==> src/rtl/ssc_pkg.sv <==
`timescale 1ns/1ps
package ssc_pkg;
   typedef struct packed {
      logic       en;
      logic [1:0] sel;
   } spread_cfg_t;

   function automatic logic cfg_is_down(input spread_cfg_t c);
      return c.sel[1];
   endfunction
endpackage

==> src/rtl/ssc_cfg_gate.sv <==
`timescale 1ns/1ps
module ssc_cfg_gate
   import ssc_pkg::*;
(
   input  logic        clk_i,
   input  logic        rst_ni,
   input  logic        zero_pt_i,
   input  logic        en_i,
   input  logic [1:0]  sel_i,
   output spread_cfg_t cfg_q_o,
   output spread_cfg_t cfg_use_o,
   output logic        take_o
);
   spread_cfg_t req;
   spread_cfg_t cfg_q;

   assign req       = {en_i, sel_i};
   assign take_o    = zero_pt_i && (req != cfg_q);
   assign cfg_use_o = take_o ? req : cfg_q;
   assign cfg_q_o   = cfg_q;

   always_ff @(posedge clk_i or negedge rst_ni) begin
      if (!rst_ni)     cfg_q <= '0;
      else if (take_o) cfg_q <= req;
   end
endmodule

==> src/rtl/ssc_phase.sv <==
`timescale 1ns/1ps
module ssc_phase #(
   parameter int HALF_CYC = 8,
   parameter int CNT_W    = 4
) (
   input  logic             clk_i,
   input  logic             rst_ni,
   input  logic             act_en_i,
   input  logic             act_down_i,
   input  logic             use_en_i,
   input  logic             take_i,
   output logic             zero_pt_o,
   output logic [CNT_W-1:0] cnt_nx_o
);
   localparam logic [CNT_W-1:0] P_HALF = CNT_W'(HALF_CYC);
   localparam logic [CNT_W-1:0] P_LAST = CNT_W'(2 * HALF_CYC - 1);
   localparam logic [CNT_W-1:0] P_ONE  = CNT_W'(1);

   logic [CNT_W-1:0] cnt_q;
   logic [CNT_W-1:0] cur;

   assign zero_pt_o = !act_en_i || (cnt_q == '0) || (!act_down_i && cnt_q == P_HALF);

   always_comb begin
      cur = take_i ? '0 : cnt_q;
      if (!use_en_i)          cnt_nx_o = '0;
      else if (cur == P_LAST) cnt_nx_o = '0;
      else                    cnt_nx_o = cur + P_ONE;
   end

   always_ff @(posedge clk_i or negedge rst_ni) begin
      if (!rst_ni) cnt_q <= '0;
      else         cnt_q <= cnt_nx_o;
   end
endmodule

==> src/rtl/ssc_ramp.sv <==
`timescale 1ns/1ps
module ssc_ramp
   import ssc_pkg::*;
#(
   parameter int HALF_CYC        = 8,
   parameter int CNT_W           = 4,
   parameter int OFS_W           = 17,
   parameter int FRAC_W          = 8,
   parameter int DEPTH_C_WIDE    = 15000,
   parameter int DEPTH_C_NARROW  = 5000,
   parameter int DEPTH_D_SHALLOW = 10000,
   parameter int DEPTH_D_DEEP    = 30000,
   parameter bit ROUND_NEAR      = 1'b0
) (
   input  logic                    clk_i,
   input  logic                    rst_ni,
   input  spread_cfg_t             cfg_use_i,
   input  logic                    take_i,
   input  logic [CNT_W-1:0]        cnt_nx_i,
   output logic signed [OFS_W-1:0] ofs_o
);
   localparam int ACC_W = OFS_W + FRAC_W;
   localparam int FX    = 1 << FRAC_W;
   localparam logic [CNT_W-1:0] P_QTR  = CNT_W'(HALF_CYC / 2);
   localparam logic [CNT_W-1:0] P_HALF = CNT_W'(HALF_CYC);
   localparam logic [CNT_W-1:0] P_3QTR = CNT_W'(3 * HALF_CYC / 2);

   logic signed [ACC_W-1:0] amp_tab  [4];
   logic signed [ACC_W-1:0] step_tab [4];

   for (genvar g = 0; g < 4; g++) begin : g_mode
      localparam int DEP  = (g == 0) ? DEPTH_C_WIDE : (g == 1) ? DEPTH_C_NARROW :
                            (g == 2) ? DEPTH_D_SHALLOW : DEPTH_D_DEEP;
      localparam int SPAN = (g < 2) ? 2 * DEP : DEP;
      assign amp_tab[g]  = ACC_W'(DEP * FX);
      assign step_tab[g] = ACC_W'((SPAN * FX) / HALF_CYC);
   end

   logic signed [ACC_W-1:0] acc_q, acc_nx, acc_cur, amp, step;
   logic is_down, falling;

   always_comb begin
      amp     = amp_tab[cfg_use_i.sel];
      step    = step_tab[cfg_use_i.sel];
      is_down = cfg_is_down(cfg_use_i);
      acc_cur = take_i ? '0 : acc_q;
      falling = is_down ? (cnt_nx_i < P_HALF) : ((cnt_nx_i < P_QTR) || (cnt_nx_i > P_3QTR));
      if (!cfg_use_i.en)                               acc_nx = '0;
      else if (cnt_nx_i == '0)                         acc_nx = '0;
      else if (!is_down && cnt_nx_i == P_HALF)         acc_nx = '0;
      else if (!is_down && cnt_nx_i == P_QTR)          acc_nx = -amp;
      else if (!is_down && cnt_nx_i == P_3QTR)         acc_nx = amp;
      else if (is_down && cnt_nx_i == P_HALF)          acc_nx = -amp;
      else if (falling)                                acc_nx = acc_cur - step;
      else                                             acc_nx = acc_cur + step;
   end

   always_ff @(posedge clk_i or negedge rst_ni) begin
      if (!rst_ni) acc_q <= '0;
      else         acc_q <= acc_nx;
   end

   if (ROUND_NEAR) begin : g_near
      localparam logic signed [ACC_W-1:0] HALF_LSB = ACC_W'(1 << (FRAC_W - 1));
      logic signed [ACC_W-1:0] biased;
      assign biased = acc_q + HALF_LSB;
      assign ofs_o  = OFS_W'(biased >>> FRAC_W);
   end else begin : g_floor
      assign ofs_o  = OFS_W'(acc_q >>> FRAC_W);
   end
endmodule

==> src/rtl/spread_tri_mod.sv <==
`timescale 1ns/1ps
module spread_tri_mod
   import ssc_pkg::*;
#(
   parameter int HALF_CYC        = 8,
   parameter int OFS_W           = 17,
   parameter int FRAC_W          = 8,
   parameter int DEPTH_C_WIDE    = 15000,
   parameter int DEPTH_C_NARROW  = 5000,
   parameter int DEPTH_D_SHALLOW = 10000,
   parameter int DEPTH_D_DEEP    = 30000,
   parameter bit ROUND_NEAR      = 1'b0
) (
   input  logic                    clk_i,
   input  logic                    rst_ni,
   input  logic [1:0]              spread_sel_i,
   input  logic                    spread_en_i,
   output logic signed [OFS_W-1:0] offset_o,
   output logic                    down_mode_o
);
   localparam int CNT_W   = $clog2(2 * HALF_CYC);
   localparam int C_MAX   = (DEPTH_C_WIDE > DEPTH_C_NARROW) ? DEPTH_C_WIDE : DEPTH_C_NARROW;
   localparam int D_MAX   = (DEPTH_D_SHALLOW > DEPTH_D_DEEP) ? DEPTH_D_SHALLOW : DEPTH_D_DEEP;
   localparam int SL_C    = (2 * C_MAX + HALF_CYC - 1) / HALF_CYC;
   localparam int SL_D    = (D_MAX + HALF_CYC - 1) / HALF_CYC;
   localparam int MAX_STEP = ((SL_C > SL_D) ? SL_C : SL_D) + 1;
   localparam int PEAK    = (C_MAX > D_MAX) ? C_MAX : D_MAX;

   if (HALF_CYC < 2 || (HALF_CYC % 2) != 0) begin : g_chk_half
      $error("HALF_CYC must be even and at least 2");
   end
   if (PEAK >= (1 << (OFS_W - 1))) begin : g_chk_ofs
      $error("OFS_W too narrow for the largest depth");
   end
   if (FRAC_W < 1 || (2 * C_MAX) >= ((1 << (30 - FRAC_W)))) begin : g_chk_frac
      $error("FRAC_W out of range for the depth parameters");
   end

   spread_cfg_t      cfg_q, cfg_use;
   logic             take, zero_pt;
   logic [CNT_W-1:0] cnt_nx;

   ssc_cfg_gate u_gate (
      .clk_i     (clk_i),
      .rst_ni    (rst_ni),
      .zero_pt_i (zero_pt),
      .en_i      (spread_en_i),
      .sel_i     (spread_sel_i),
      .cfg_q_o   (cfg_q),
      .cfg_use_o (cfg_use),
      .take_o    (take)
   );

   ssc_phase #(.HALF_CYC(HALF_CYC), .CNT_W(CNT_W)) u_phase (
      .clk_i      (clk_i),
      .rst_ni     (rst_ni),
      .act_en_i   (cfg_q.en),
      .act_down_i (cfg_q.sel[1]),
      .use_en_i   (cfg_use.en),
      .take_i     (take),
      .zero_pt_o  (zero_pt),
      .cnt_nx_o   (cnt_nx)
   );

   ssc_ramp #(
      .HALF_CYC(HALF_CYC), .CNT_W(CNT_W), .OFS_W(OFS_W), .FRAC_W(FRAC_W),
      .DEPTH_C_WIDE(DEPTH_C_WIDE), .DEPTH_C_NARROW(DEPTH_C_NARROW),
      .DEPTH_D_SHALLOW(DEPTH_D_SHALLOW), .DEPTH_D_DEEP(DEPTH_D_DEEP),
      .ROUND_NEAR(ROUND_NEAR)
   ) u_ramp (
      .clk_i     (clk_i),
      .rst_ni    (rst_ni),
      .cfg_use_i (cfg_use),
      .take_i    (take),
      .cnt_nx_i  (cnt_nx),
      .ofs_o     (offset_o)
   );

   assign down_mode_o = cfg_q.en & cfg_q.sel[1];

   AST_DOWN_NONPOS: assert property (@(posedge clk_i) disable iff (!rst_ni)
      (cfg_q.en && cfg_q.sel[1]) |-> (int'(offset_o) <= 0));
   AST_OFF_ZERO: assert property (@(posedge clk_i) disable iff (!rst_ni)
      !cfg_q.en |-> (offset_o == '0));
   AST_CENTER_BOUND: assert property (@(posedge clk_i) disable iff (!rst_ni)
      (cfg_q.en && !cfg_q.sel[1]) |->
      ((int'(offset_o) <= (cfg_q.sel[0] ? DEPTH_C_NARROW : DEPTH_C_WIDE)) &&
       (int'(offset_o) >= -(cfg_q.sel[0] ? DEPTH_C_NARROW : DEPTH_C_WIDE))));
   AST_NO_JUMP: assert property (@(posedge clk_i) disable iff (!rst_ni)
      ((int'(offset_o) - int'($past(offset_o)) <= MAX_STEP) &&
       (int'($past(offset_o)) - int'(offset_o) <= MAX_STEP)));
   AST_CFG_AT_ZERO: assert property (@(posedge clk_i) disable iff (!rst_ni)
      !$stable(cfg_q) |-> ($past(offset_o) == '0));
   AST_START_DOWN: assert property (@(posedge clk_i) disable iff (!rst_ni)
      (!$stable(cfg_q) && cfg_q.en) |-> (int'(offset_o) < 0));
endmodule

==> config.mk <==
export PLATFORM = sky130hd
export DESIGN_NAME = spread_tri_mod
export DESIGN_NICKNAME = d
export VERILOG_FILES = /design/src/rtl/ssc_pkg.sv /design/src/rtl/ssc_cfg_gate.sv /design/src/rtl/ssc_phase.sv /design/src/rtl/ssc_ramp.sv /design/src/rtl/spread_tri_mod.sv
export SDC_FILE = /design/constraint.sdc
export NUM_CORES = 1
export LEC_CHECK = 0
export BUFFER_PORTS_ARGS = -buffer_cell sky130_fd_sc_hd__buf_2
export CAP_MARGIN = 15
export CORE_AREA = 2 2 62 70
export CTS_BUF_LIST = sky130_fd_sc_hd__clkbuf_4
export DETAILED_ROUTE_END_ITERATION = 7
export DIE_AREA = 0 0 64 72
export GPL_TIMING_DRIVEN = 0
export HOLD_SLACK_MARGIN = 0.05
export PLACE_DENSITY = 0.85
export SYNTH_ARGS = -nofsm -noshare
export SYNTH_HDL_FRONTEND = slang
export SYNTH_SLANG_ARGS = --single-unit
==> constraint.sdc <==
create_clock -name clk_i -period 7.2 [get_ports clk_i]
set_clock_uncertainty 0.2 [all_clocks]
set_input_delay 0.72 -clock clk_i [delete_from_list [all_inputs] [get_ports clk_i]]
set_output_delay 0.72 -clock clk_i [all_outputs]
set_load 0.02 [all_outputs]
==> metrics <==
final cell count without fillers 353; Via density 5.78; Final ANT Viol Nets 0; DRT Pass-1 Iters 4; CP top delay family compound AO/OA/AOI/OAI gates; Syn Std Cell Area 0.00229 sq mm; critical-path cell list a2111oi_4 -> o32ai_2 -> buf_2 -> clkbuf_1 -> and2_1 -> ha_1 -> or3_1 -> a21o_1 -> nor2_2 -> nand3_1 -> o21ai_1 -> inv_1 -> ha_1 -> or2_2 -> a21oi_1 -> a21oi_1 -> a31oi_4 -> or4_1 -> nand4_2 -> xnor2_1 -> o22ai_1 -> a211o_1; Worst-Margin Slew 954 ps; vias 2,040; DR iter-0 viols 138; nets@finish 330; clock buffer count from CTS 3; Max clock buf depth 2; Avg WL per Cell 14.8 microns; Critical Path RT 7230 ps; ys flop type dfrtp_1; share of Yosys cell area claimed by the top area cell type 0.262; Min-Delay Path Class in2async; Multi-input gate area around 0.0015 sq mm; post-synthesis cell count 275; initial core utilization 0.592; Worst R2R Path Depth 22; total core area 0.00387 sq mm; Slowest-stage cell, CP or4_1; Die W 64 microns; CTS H-tree depth 1; RSZ-0062 raised after global routing no; crit path launch type flip-flop; I/O Pins 23; die area 0.00461 sq mm; Fin. Hold Viols 0; # placed instances 349; fraction of registers with async set/reset 1.00; hold_buf cts 0; Critical Path Sink Type flip-flop; first-pass GRT wire length approximately 8.6 mm; routed wire length about 5.2 mm; die height 72 microns; Post-CTS Setup Bufs 0; I/O Buffers 22; clock tree sinks 24; CTS root buffer clkbuf_4; max-slew violation count 0; Reg2Reg Setup Slack 910 ps; post-synthesis net count roughly 300; post-cts sizing count 0; sequential cell area 601 sq um; reg-to-reg critical path startpoint u_phase.cnt_q[0]; Tcrit/Tclk final 0.873; worst skew pair latency around 330 ps; gr ovfl total 0; top cells by count, synth nor2_1 (25), dfrtp_1 (24), ha_1 (23); synth unique cells 52; clk slew on worst S/H paths ~150 ps; Post-synth EDFFs 0; hpwl dp just under 4 mm; most area-hungry cell type in the Yosys netlist dfrtp_1; kind of critical path reg2reg; minimum clock period 6290 ps; setup TNS 0 ps; CP Buf/Inv Count 3; status finished clean; top post-synthesis cells by area dfrtp_1 (26%), ha_1 (13%), buf_4 (5.9%), and2_1 (5.7%), a21oi_1 (4.6%); share of post-route cells with drive strength above 1 0.186; relative slew slack 0.360; count leader, synth nor2_1; Worst Path Arrival 6320 ps; CTS tree built; Synth Area per Inst 8.34 sq um; number of global-route vias before repair 1,852; diode count 0; f_max 0.159 GHz; sequential-to-total area share from yosys stat 0.262; Max-Cap Viols 0; Finished Cell Area 0.00252 sq mm; placed cell areas 0.00247 sq mm; CP Max Fanout 10; Syn-to-layout area delta 9.93%; row cnt 24; setup violators final 0; synthesized flop and latch total 24; fillers 337; initial antenna violation count 0; gr usage total 0.236; number of remaining DRC errors 0; RR Endpoint u_ramp.acc_q[24]; Ys Warns 0; largest net degree at the start of global routing 25; CP max stage delay 570 ps; routability cong. roughly 0.97
stage by stage:
step | utilization | hold WS [ps] | setup WS [ps]
floorplan | - | 224 | 1780
global placement | 0.637 | 270 | 722
detailed placement | 0.637 | 279 | 623
CTS | 0.651 | 166 | 900
global route | 0.651 | 165 | 535
finish | 0.651 | 153 | 913
worst reg2reg max path, delay by kind of cell, from the launching register on:
family,cells,cell delay [ps]
adder cells (fa/ha/maj),2,610
flip-flops,1,480
AND/OR/NAND/NOR,7,1740
buffers and inverters,3,690
AO/OA/AOI/OAI,9,2350
XOR/XNOR,1,120
layout make-up:
cell class	instances	share of cell area
multi-input combinational	213	0.587
tap	52	0.0258
buffer	23	0.0621
inverter	15	0.0223
clock inverter	1	0.0119
timing repair buffer	22	0.0437
sequential	24	0.238
clock buffer	3	0.00894
per-layer routing:
metal  GRT usage  share of wire
met1       0.318           0.47
met2       0.406           0.48
met3     0.00930          0.031
met4      0.0845          0.013
met5           0              0
worst max path at each step:
| stage | startpoint | to | cells past startpoint |
|---|---|---|---|
| global route | u_gate.cfg_q_o[1] | u_ramp.acc_q[24] | 22 |
| global placement | spread_en_i | u_ramp.acc_q[24] | 22 |
| detailed placement | spread_en_i | u_ramp.acc_q[24] | 22 |
| CTS | u_phase.cnt_q[0] | u_ramp.acc_q[24] | 22 |
| floorplan | spread_en_i | u_ramp.acc_q[24] | 22 |
| finish | u_phase.cnt_q[0] | u_ramp.acc_q[24] | 22 |
sequential cells by signal, indices dropped and copies added (netlist names):
register and flops:
u_ramp.acc_q 17, u_phase.cnt_q 4, u_gate.cfg_q_o 3
layout by cell type (no fill, tap or decap), drive strengths merged, types with 7 or more instances in the layout:
cell type,count
a21o,10
a21oi,21
and2,21
buf,42
dfrtp,24
ha,23
inv,15
nand2,17
nor2,26
o21ai,21
xnor2,7
xor2,11
cells by family (layout without fill, tap and decap cells):
kind of cell,after synthesis,in the layout,share of synthesized area
AO/OA/AOI/OAI,82,82,0.249
XOR/XNOR,18,18,0.0688
adder cells (fa/ha/maj),23,23,0.126
buffers and inverters,38,64,0.0928
flip-flops,24,24,0.262
multiplexers,2,2,0.00873
AND/OR/NAND/NOR,88,88,0.193
Power is left out: the tool's default activity adds up to more than one toggle a clock period on the data nets, which glitch-free logic cannot reach.
